$ cat src/rtl/xrow_pkg.sv
package xrow_pkg;
  localparam int BYTE_W     = 8;
  localparam int WORD_BYTES = 4;
  localparam int ROW_BYTES  = 8;
  localparam int OFF_W      = $clog2(WORD_BYTES);
  localparam int IN_WORDS   = ROW_BYTES / WORD_BYTES + 1;
  localparam int IN_BYTES   = IN_WORDS * WORD_BYTES;

  typedef enum logic {
    MODE_ROW    = 1'b0,
    MODE_INTERP = 1'b1
  } xrow_mode_e;
endpackage

$ cat src/rtl/xrow_window.sv
module xrow_window #(
  parameter int BYTE_W  = 8,
  parameter int N_IN    = 12,
  parameter int N_OUT   = 8,
  parameter int OFF_W   = 2,
  parameter int SKEW    = 0
) (
  input  logic [N_IN*BYTE_W-1:0]  src,
  input  logic [OFF_W-1:0]        offset,
  output logic [N_OUT*BYTE_W-1:0] dst
);
  localparam int IDX_W = $clog2(N_IN) + 1;

  for (genvar k = 0; k < N_OUT; k++) begin : g_lane
    logic [IDX_W-1:0] idx;
    always_comb begin
      idx = IDX_W'(offset) + IDX_W'(k + SKEW);
      dst[k*BYTE_W +: BYTE_W] = '0;
      if (int'(idx) < N_IN)
        dst[k*BYTE_W +: BYTE_W] = src[int'(idx)*BYTE_W +: BYTE_W];
    end
  end
endmodule

$ cat src/rtl/xrow_stage.sv
module xrow_stage #(
  parameter int DATA_W = 64
) (
  input  logic              clk,
  input  logic              rst_n,
  input  logic              cap_en,
  input  logic [DATA_W-1:0] base_d,
  input  logic [DATA_W-1:0] shift_d,
  output logic              valid_q,
  output logic [DATA_W-1:0] base_q,
  output logic [DATA_W-1:0] shift_q
);
  logic [DATA_W-1:0] base_n, shift_n;

  always_comb begin
    base_n  = base_q;
    shift_n = shift_q;
    if (cap_en) begin
      base_n  = base_d;
      shift_n = shift_d;
    end
  end

  always_ff @(posedge clk or negedge rst_n) begin
    if (!rst_n) begin
      valid_q <= 1'b0;
      base_q  <= '0;
      shift_q <= '0;
    end else begin
      valid_q <= cap_en;
      base_q  <= base_n;
      shift_q <= shift_n;
    end
  end

  // R7 valid tracks capture one cycle later
  a_r7_valid_follows: assert property (@(posedge clk) disable iff (!rst_n)
    cap_en |=> valid_q);
  a_r7_no_spurious: assert property (@(posedge clk) disable iff (!rst_n)
    !cap_en |=> !valid_q);
  // R8 data held without capture
  a_r8_hold: assert property (@(posedge clk) disable iff (!rst_n)
    !cap_en |=> ($stable(base_q) && $stable(shift_q)));
endmodule

$ cat src/rtl/xrow_extract.sv
module xrow_extract
  import xrow_pkg::*;
(
  input  logic                         clk,
  input  logic                         rst_n,
  input  logic                         in_valid,
  input  logic                         in_mode,
  input  logic [OFF_W-1:0]             in_offset,
  input  logic [IN_BYTES*BYTE_W-1:0]   in_words,
  output logic                         out_valid,
  output logic [ROW_BYTES*BYTE_W-1:0]  out_base,
  output logic [ROW_BYTES*BYTE_W-1:0]  out_shift
);
  localparam int ROW_W = ROW_BYTES * BYTE_W;

  logic [ROW_W-1:0] base_win, shift_win, shift_sel;
  xrow_mode_e       mode;

  assign mode = xrow_mode_e'(in_mode);

  xrow_window #(.BYTE_W(BYTE_W), .N_IN(IN_BYTES), .N_OUT(ROW_BYTES),
                .OFF_W(OFF_W), .SKEW(0)) u_base_win (
    .src(in_words), .offset(in_offset), .dst(base_win));

  xrow_window #(.BYTE_W(BYTE_W), .N_IN(IN_BYTES), .N_OUT(ROW_BYTES),
                .OFF_W(OFF_W), .SKEW(1)) u_shift_win (
    .src(in_words), .offset(in_offset), .dst(shift_win));

  always_comb begin
    shift_sel = '0;
    if (mode == MODE_INTERP) shift_sel = shift_win;
  end

  xrow_stage #(.DATA_W(ROW_W)) u_stage (
    .clk(clk), .rst_n(rst_n), .cap_en(in_valid),
    .base_d(base_win), .shift_d(shift_sel),
    .valid_q(out_valid), .base_q(out_base), .shift_q(out_shift));

  // R6 row mode clears the shifted vector
  a_r6_row_shift_zero: assert property (@(posedge clk) disable iff (!rst_n)
    (in_valid && in_mode == MODE_ROW) |=> (out_shift == '0));
  // R5 shifted vector overlaps base by one byte in interpolation mode
  a_r5_overlap: assert property (@(posedge clk) disable iff (!rst_n)
    (in_valid && in_mode == MODE_INTERP) |=>
      (out_shift[ROW_W-BYTE_W-1:0] == out_base[ROW_W-1:BYTE_W]));
  // R1 reset state
  a_r1_reset_idle: assert property (@(posedge clk)
    !rst_n |-> (!out_valid && out_base == '0 && out_shift == '0));
endmodule

$ cat config.mk
export PLATFORM = sky130hd
export DESIGN_NAME = xrow_extract
export DESIGN_NICKNAME = d
export VERILOG_FILES = /design/src/rtl/xrow_pkg.sv /design/src/rtl/xrow_window.sv /design/src/rtl/xrow_stage.sv /design/src/rtl/xrow_extract.sv
export SDC_FILE = /design/constraint.sdc
export NUM_CORES = 1
export LEC_CHECK = 0
export BUFFER_PORTS_ARGS = -buffer_cell sky130_fd_sc_hd__buf_4
export CORE_ASPECT_RATIO = 0.6
export CORE_UTILIZATION = 48
export DETAILED_ROUTE_END_ITERATION = 10
export MAX_ROUTING_LAYER = met4
export PLACE_DENSITY_LB_ADDON = 0.2
export SLEW_MARGIN = 20
export SYNTH_ARGS = -nofsm -noshare
export SYNTH_HDL_FRONTEND = slang
export SYNTH_SLANG_ARGS = --single-unit
$ cat constraint.sdc
create_clock -name clk -period 0.9 [get_ports clk]
set_clock_uncertainty 0.1 [all_clocks]
set_input_delay 0.135 -clock clk [delete_from_list [all_inputs] [get_ports clk]]
set_output_delay 0.135 -clock clk [all_outputs]
set_load 0.02 [all_outputs]
==> flow_summary_export.csv, run 1 <==
group,metric,value,unit
place,post-dp-hpwl,17900,um
grt,overflow,618,
grt,grt_antenna_before_repair,5,
synth,synth-adder-area-share,0,
clock_tree,cts_max_level,4,
synth,syn_nets,621,
clock_tree,cts.sinks,129,
synth,yosysTopAreaCellShare,0.515,
synth,synthFlopType,"dfrtp_1",
timing,worst-ep-kind,"primary output",
synth,async_reset_ff_frac,1.00,
synth,ys_warn_count,0,
synth,syn_area_per_cell,12.1,um2
synth,synth_mux_area_frac,0.128,
synth,ys_ff_latch,129,
clock_tree,clock_path_buffers,2,
place,portBuffers,230,
outcome,stop_stage,"global routing",
place,place_ws,-0.544,ns
outcome,outcome,"stopped before the end",
die,num_rows,31,
synth,synth_top_family_by_area,"compound AO/OA/AOI/OAI gates",
clock_tree,cts_root_buf,"clkbuf_16",
synth,syn-instance-count,519,
synth,syn_area,6260,um2
synth,synth-edff-count,0,
grt,grt_start_max_net_pins,101,
die,start_util,0.506,
synth,synthXorXnorAreaFrac,0,
synth,synth-simple-area-share,0.133,
outcome,error,"[ERROR GRT-0232] Routing congestion too high. Check the congestion heatmap in the GUI.",
die,dieWidth,149,um
synth,yosys.area.top_type,"dfrtp_1",
synth,synth_compound_area_frac,0.179,
synth,ys_top_cells_by_count,"dfrtp_1 (129), nand2b_1 (129), o221ai_1 (128), mux2i_1 (79), clkbuf_1 (21)",
die,dieHeight,90.5,um
place,globalplace.congestion,1.01,
clock_tree,cts_inserted_buffers,17,
timing,crit_endpoint,"out_base[45]",
synth,yosysSeqAreaShare,0.515,
synth,netlist_top_cells_area,"dfrtp_1 (52%), o221ai_1 (18%), nand2b_1 (13%), mux2i_1 (13%), buf_6 (1.4%)",
grt,grt_usage,0.991,
die,io_pins,231,
synth,synth_cell_type_count,13,
==> timing repair <==
| action | in CTS |
|---|---|
| setup buffers | 59 |
| gates cloned | 2 |
| hold buffers | 20 |
| endpoints found under the setup margin | 180 |
| pin swaps | 0 |
| gates resized for setup | 175 |
| endpoints found under the hold margin | 167 |
==> cell families after synthesis <==
group,after synthesis
mux,80
flops,129
simple gates,132
compound gates,128
buf+inv,50
==> per-stage QoR <==
stage	cell area [um2]	setup TNS, ns	instances	utilization
3_5_place_dp	8670	-53.11	925	0.701
4_1_cts	10700	-39.87	1038	0.867
2_1_floorplan	6460	-20.27	519	-
3_3_place_gp	8670	-50.02	925	0.701
==> metal layers <==
| layer | global-route usage | overflow |
|---|---|---|
| met1 | 0.948 | 34 |
| met2 | 1.11 | 364 |
| met3 | 0.864 | 44 |
| met4 | 1.04 | 176 |
| met5 | - | - |
==> inputs of run 2 (changes only) <==
- CORE_ASPECT_RATIO: 0.6 -> not set
- CORE_UTILIZATION: 48 -> 33
- MAX_ROUTING_LAYER: met4 -> not set
- PLACE_DENSITY_LB_ADDON: 0.2 -> 0.15
==> run 2 against run 1 <==
Net effect:
- the flow now finishes, with violations (hold timing, setup timing)
- synthesized area did not move
- synthesized cell count did not move
==> flow_summary_export.csv, run 2 <==
group,metric,value,unit
min_path,hold_depth,3,
synth,ys_top_cells_by_count,"dfrtp_1 (129), nand2b_1 (129), o221ai_1 (128), mux2i_1 (79), clkbuf_1 (21)",
grt,overflow,0,
synth,yosysTopAreaCellShare,0.515,
clock_tree,clkTransAtPathRegs,0.06,ns
die,dieWidth,140,um
synth,synth_cell_type_count,13,
clock_tree,cts_root_buf,"clkbuf_16",
synth,yosysSeqAreaShare,0.515,
grt,grt_antenna_before_repair,1,
synth,yosys.area.top_type,"dfrtp_1",
min_path,hp-class,"in2reg",
timing,finalSetupViolations,157,
synth,syn_area,6260,um2
timing,slew_headroom,0.733,
synth,syn_nets,621,
timing,rsz0062_at_grt,"true",
clock_tree,clk_latency,0.42,ns
synth,ys_ff_latch,129,
setup_path,slowest_delay,0.44,ns
synth,async_reset_ff_frac,1.00,
place,portBuffers,230,
cells_and_area,area_delta_synth_final,83.6,%
cells_and_area,drive_gt1_frac,0.587,
synth,synth-edff-count,0,
min_path,min_to,"u_stage.shift_q[56]",
setup_path,cp.required,0.66,ns
synth,synthFlopType,"dfrtp_1",
cells_and_area,layout_common_cells,"buf_4 (171), buf_6 (165), dfrtp_1 (128), nand2b_1 (89), o221ai_1 (82)",
timing,fin_crit,1.26,ns
drt,first_pass_iters,5,
power,p_leak,5.27,nW
drt,routed-via-count,6232,
die,io_pins,231,
drt,via_per_inst,5.59,
place,place_ws,-0.545,ns
die,dieHeight,140,um
die,start_util,0.336,
timing,tns,-39.72,ns
drt,ant_nets,0,
timing,max_freq,0.794,GHz
timing,whs,-0.0613,ns
outcome,outcome,"finished with violations",
timing,period_share,1.40,
cells_and_area,layout_commonest_cell,"buf_4",
timing,finalWorstSetupSlack,-0.359,ns
setup_path,worst-r2r-cell-count,3,
synth,syn-instance-count,519,
run,max_cap_violations,0,
synth,netlist_top_cells_area,"dfrtp_1 (52%), o221ai_1 (18%), nand2b_1 (13%), mux2i_1 (13%), buf_6 (1.4%)",
cells_and_area,top_regs,"u_stage.base_q: 64 flops, u_stage.shift_q: 64 flops, u_stage.valid_q: 1 flops",
power,ir_drop,1.32,mV
setup_path,cp-startpoint,"u_stage.base_q[51]",
setup_path,cp_slowest_cell,"dfrtp_1",
drt,wl_per_cell,24.1,um
die,num_rows,50,
setup_path,start_kind,"flip-flop",
drt,drc,0,
setup_path,cp_max_fo,2,
setup_path,regToRegSetupSlack,-0.06,ns
die,core_area,18600,um2
timing,drv_slew,0,
clock_tree,cts_tree,"built",
setup_path,critPathBufInv,1,
cells_and_area,nets,968,
grt,grt_start_max_net_pins,74,
synth,ys_warn_count,0,
clock_tree,clock_path_buffers,2,
setup_path,rr_endpoint,"u_stage.shift_q[3]",
power,powerDensity,1800,nW/um2
drt,wl,26900,um
setup_path,criticalPathCategory,"reg2out",
timing,worst_pin_slew,0.393,ns
clock_tree,cts_max_level,4,
setup_path,cp_top_family,"flip-flops",
outcome,violations,"hold timing, setup timing",
clock_tree,cts_inserted_buffers,17,
drt,drtIter0Drc,378,
setup_path,r2r_start,"u_stage.shift_q[3]",
place,post-dp-hpwl,18700,um
setup_path,cp.arrival,1.02,ns
synth,syn_area_per_cell,12.1,um2
grt,grt_pass1_vias,6415,
setup_path,crit_chain,"buf_6",
grt,grt_usage,0.272,
die,die-area,19500,um2
setup_path,crit_path_end_kind,"output port",
timing,hold_violations,30,
grt,grt_pass1_wl,39300,um
place,globalplace.congestion,0.883,
clock_tree,hold_buffers,27,
clock_tree,cts.sinks,129,
min_path,hold_path.startpoint,"in_words[72]",
-- run 2: metrics by stage --
step                      utilization  cells  power, W  instance area, um2  hold slack, ns
final                           0.617   1114    0.0207               11500         -0.0613
after global routing            0.617   1114    0.0215               11500         -0.0563
after CTS                       0.574   1105    0.0201               10700         -0.0512
after detailed placement        0.478   1003    0.0117                8900         -0.0648
after global placement          0.478   1003    0.0117                8900         -0.0686
after floorplan                     -    519   0.00914                6460          -0.261
-- run 2: cells by family (layout without fill, tap and decap cells) --
family | after synthesis | after routing | synth area share
buffers and inverters | 50 | 410 | 0.0445
other | 0 | 1 | 0
AOI/OAI and AO/OA | 128 | 128 | 0.179
muxes | 80 | 80 | 0.128
and+or+nand+nor | 132 | 132 | 0.133
DFF | 129 | 129 | 0.515
-- run 2: repair_timing --
item / in CTS / in global routing
endpoints found under the hold margin: 177 / 26
buffers inserted: 43 / 24
pin swaps: 0 / 10
cloned: 0 / 2
endpoints found under the setup margin: 148 / 185
resized for setup: 143 / 128
-- run 2: tightest hold or removal path, cell delays in order --
cell and delay, ns:
buf_4 0.09, mux2i_2 0.07, o221ai_2 0.13
-- run 2: layer usage --
layer  track usage  vias up  part of all wire
li1              -     2709                 -
met1         0.357     3154              0.41
met2         0.432      322              0.49
met3        0.0643       47             0.071
met4         0.105        0             0.029
met5             0        -                 0
-- run 2: where the power goes --
| part | switching [W] | total [W] | internal, W |
|---|---|---|---|
| combinational | 0.00294 | 0.00626 | 0.00332 |
| clock | 0.00281 | 0.00737 | 0.00456 |
| sequential | 0.000646 | 0.00711 | 0.00646 |
| total | 0.00640 | 0.0207 | 0.0143 |
-- run 2: worst max-delay path by stage --
| stage | to | slack [ns] | cells past startpoint |
|---|---|---|---|
| floorplan | u_stage.shift_q[14] | -0.18 | 4 |
| global placement | u_stage.base_q[51] | -0.57 | 5 |
| detailed placement | u_stage.base_q[59] | -0.55 | 5 |
| CTS | out_base[51] | -0.36 | 1 |
| global route | out_shift[25] | -0.37 | 1 |
| finish | out_base[51] | -0.36 | 1 |
-- run 2: area by class of cell --
cell class | count | area [um2]
clock inverter | 13 | 174
antenna | 1 | 2.50
sequential | 129 | 3230
fill | 1438 | 7140
multi-input combinational | 340 | 3560
clock buffer | 19 | 453
tap | 234 | 293
timing repair buffer | 378 | 3790
Power figures use the tool's default switching activity.
==> inputs of run 3 (changes only) <==
- SETUP_SLACK_MARGIN: not set -> 0.5
==> run 3 against run 2 <==
Net effect:
- the run still ends with hold timing, setup timing left
- register-to-register slack worse by 0.09 ns
- core utilization up 1.0 points
- hold slack got worse by 0.51 ns
- critical endpoint is now out_shift[16]
==> flow_summary_export.csv, run 3 (synthesis results as in run 2) <==
group,metric,value,unit
outcome,outcome,"finished with violations",
outcome,violations,"hold timing, setup timing",
die,io_pins,231,
timing,drv_slew,0,
drt,wl,27100,um
drt,via_per_inst,5.60,
clock_tree,clock_path_buffers,2,
timing,finalSetupViolations,161,
timing,fin_crit,1.27,ns
die,die-area,19500,um2
place,portBuffers,230,
clock_tree,cts_max_level,4,
clock_tree,clk_latency,0.43,ns
setup_path,cp.arrival,1.03,ns
grt,grt_start_max_net_pins,66,
setup_path,cp_max_fo,2,
cells_and_area,drive_gt1_frac,0.661,
cells_and_area,fin_cells,1107,
timing,hold_violations,168,
grt,grt_antenna_before_repair,1,
grt,overflow,0,
timing,slew_headroom,0.747,
min_path,hp-class,"in2async",
grt,grt_pass1_wl,39500,um
cells_and_area,layout_commonest_cell,"buf_6",
timing,period_share,1.41,
cells_and_area,nets,961,
power,p_leak,5.28,nW
power,ir_drop,1.32,mV
grt,grt_use_met3,0.0595,
clock_tree,cts.sinks,129,
cells_and_area,layout_common_cells,"buf_6 (191), buf_4 (161), dfrtp_1 (120), o221ai_2 (92), nand2b_1 (90)",
power,powerDensity,1770,nW/um2
drt,routed-via-count,6200,
cells_and_area,fin_util,0.627,
drt,wl_per_cell,24.5,um
timing,rsz0062_at_grt,"true",
die,dieWidth,140,um
place,dp.cells,1004,
setup_path,cp_top_family,"flip-flops",
die,core_area,18600,um2
grt,grtUsageMet2,0.435,
clock_tree,cts_root_buf,"clkbuf_16",
run,max_cap_violations,0,
drt,drc,0,
grt,grt_usage,0.272,
die,num_rows,50,
setup_path,start_kind,"flip-flop",
setup_path,cp.required,0.66,ns
timing,whs,-0.575,ns
grt,grt_pass1_vias,6406,
cells_and_area,fin_area,11700,um2
die,start_util,0.336,
timing,max_freq,0.789,GHz
clock_tree,cts_inserted_buffers,17,
setup_path,crit_path_end_kind,"output port",
setup_path,slowest_delay,0.44,ns
drt,ant_nets,0,
place,placed_area,8900,um2
clock_tree,clkTransAtPathRegs,0.06,ns
grt,use_met1,0.365,
setup_path,criticalPathCategory,"reg2out",
cells_and_area,area_delta_synth_final,86.7,%
timing,worst_pin_slew,0.372,ns
drt,drtIter0Drc,389,
setup_path,critPathBufInv,1,
setup_path,cp_slowest_cell,"dfrtp_1",
timing,finalWorstSetupSlack,-0.367,ns
place,globalplace.congestion,0.839,
cells_and_area,top_regs,"u_stage.base_q: 64 flops, u_stage.shift_q: 64 flops, u_stage.valid_q: 1 flops",
setup_path,crit_chain,"buf_6",
die,dieHeight,140,um
place,post-dp-hpwl,18400,um
grt,top_usage_layer,"met2",
drt,first_pass_iters,4,
clock_tree,cts_tree,"built",
==> run 3: cell count changes in the layout (fill, tap and decap cells not counted), moves of 3 or more <==
cell and change:
dfrtp_1 -8, buf_4 -10, clkinv_2 +3, dlygate4sd3_1 -18, mux2i_1 +6, buf_6 +26
mux2i_2 -4, o221ai_1 -46, dfrtp_2 +8, o221ai_2 +46
==> run 3: metrics by stage <==
step	total power (W)	worst slack, ns	setup TNS [ns]
CTS	0.0199	-0.373	-41.74
floorplan	0.00915	-0.178	-20.29
finish	0.0207	-0.367	-41.73
global placement	0.0117	-0.465	-50.86
global route	0.0214	-0.382	-46.26
detailed placement	0.0118	-0.495	-53.63
==> run 3: what timing repair did <==
| action | CTS | global route |
|---|---|---|
| hold endpoints to repair | 182 | 167 |
| setup endpoints to repair | 257 | 257 |
| buffers inserted | 43 | 25 |
| resized for setup | 184 | 150 |
| gates cloned | 1 | 1 |
==> run 3: cell type report <==
| class | count | area [um2] |
|---|---|---|
| diodes | 1 | 2.50 |
| clock buffers | 20 | 467 |
| clock inverters | 12 | 130 |
| fillers | 1460 | 6950 |
| flip-flops and latches | 129 | 3240 |
| multi-input cells | 340 | 3800 |
| repair buffers | 371 | 3760 |
| well taps | 234 | 293 |
==> run 3: worst paths after layout <==
kind / from / endpoint / slack [ns] / cells after the start
setup / recovery: u_stage.shift_q[16] / out_shift[16] / -0.37 / 1
hold / removal: rst_n / u_stage.valid_q / -0.57 / 1
setup reg to reg: u_stage.shift_q[42] / u_stage.shift_q[42] / -0.15 / 4
hold reg to reg: u_stage.base_q[49] / u_stage.base_q[49] / 0.42 / 2
max in group asynchronous: rst_n / u_stage.base_q[14] / 0.75 / 2
min in group clk: in_words[94] / u_stage.shift_q[62] / -0.07 / 3
==> run 3: routing by layer <==
metal | vias to the layer above | routed length, um | share of wire
li1 | 2697 | - | -
met1 | 3156 | 11300 | 0.42
met2 | 305 | 13200 | 0.49
met3 | 42 | 1860 | 0.069
met4 | 0 | 759 | 0.028
met5 | - | 0 | 0
==> run 3: report_power, final <==
part	total [W]	switching [W]	internal (W)
registers	0.00715	0.000679	0.00647
clock network	0.00707	0.00276	0.00431
logic	0.00652	0.00305	0.00347
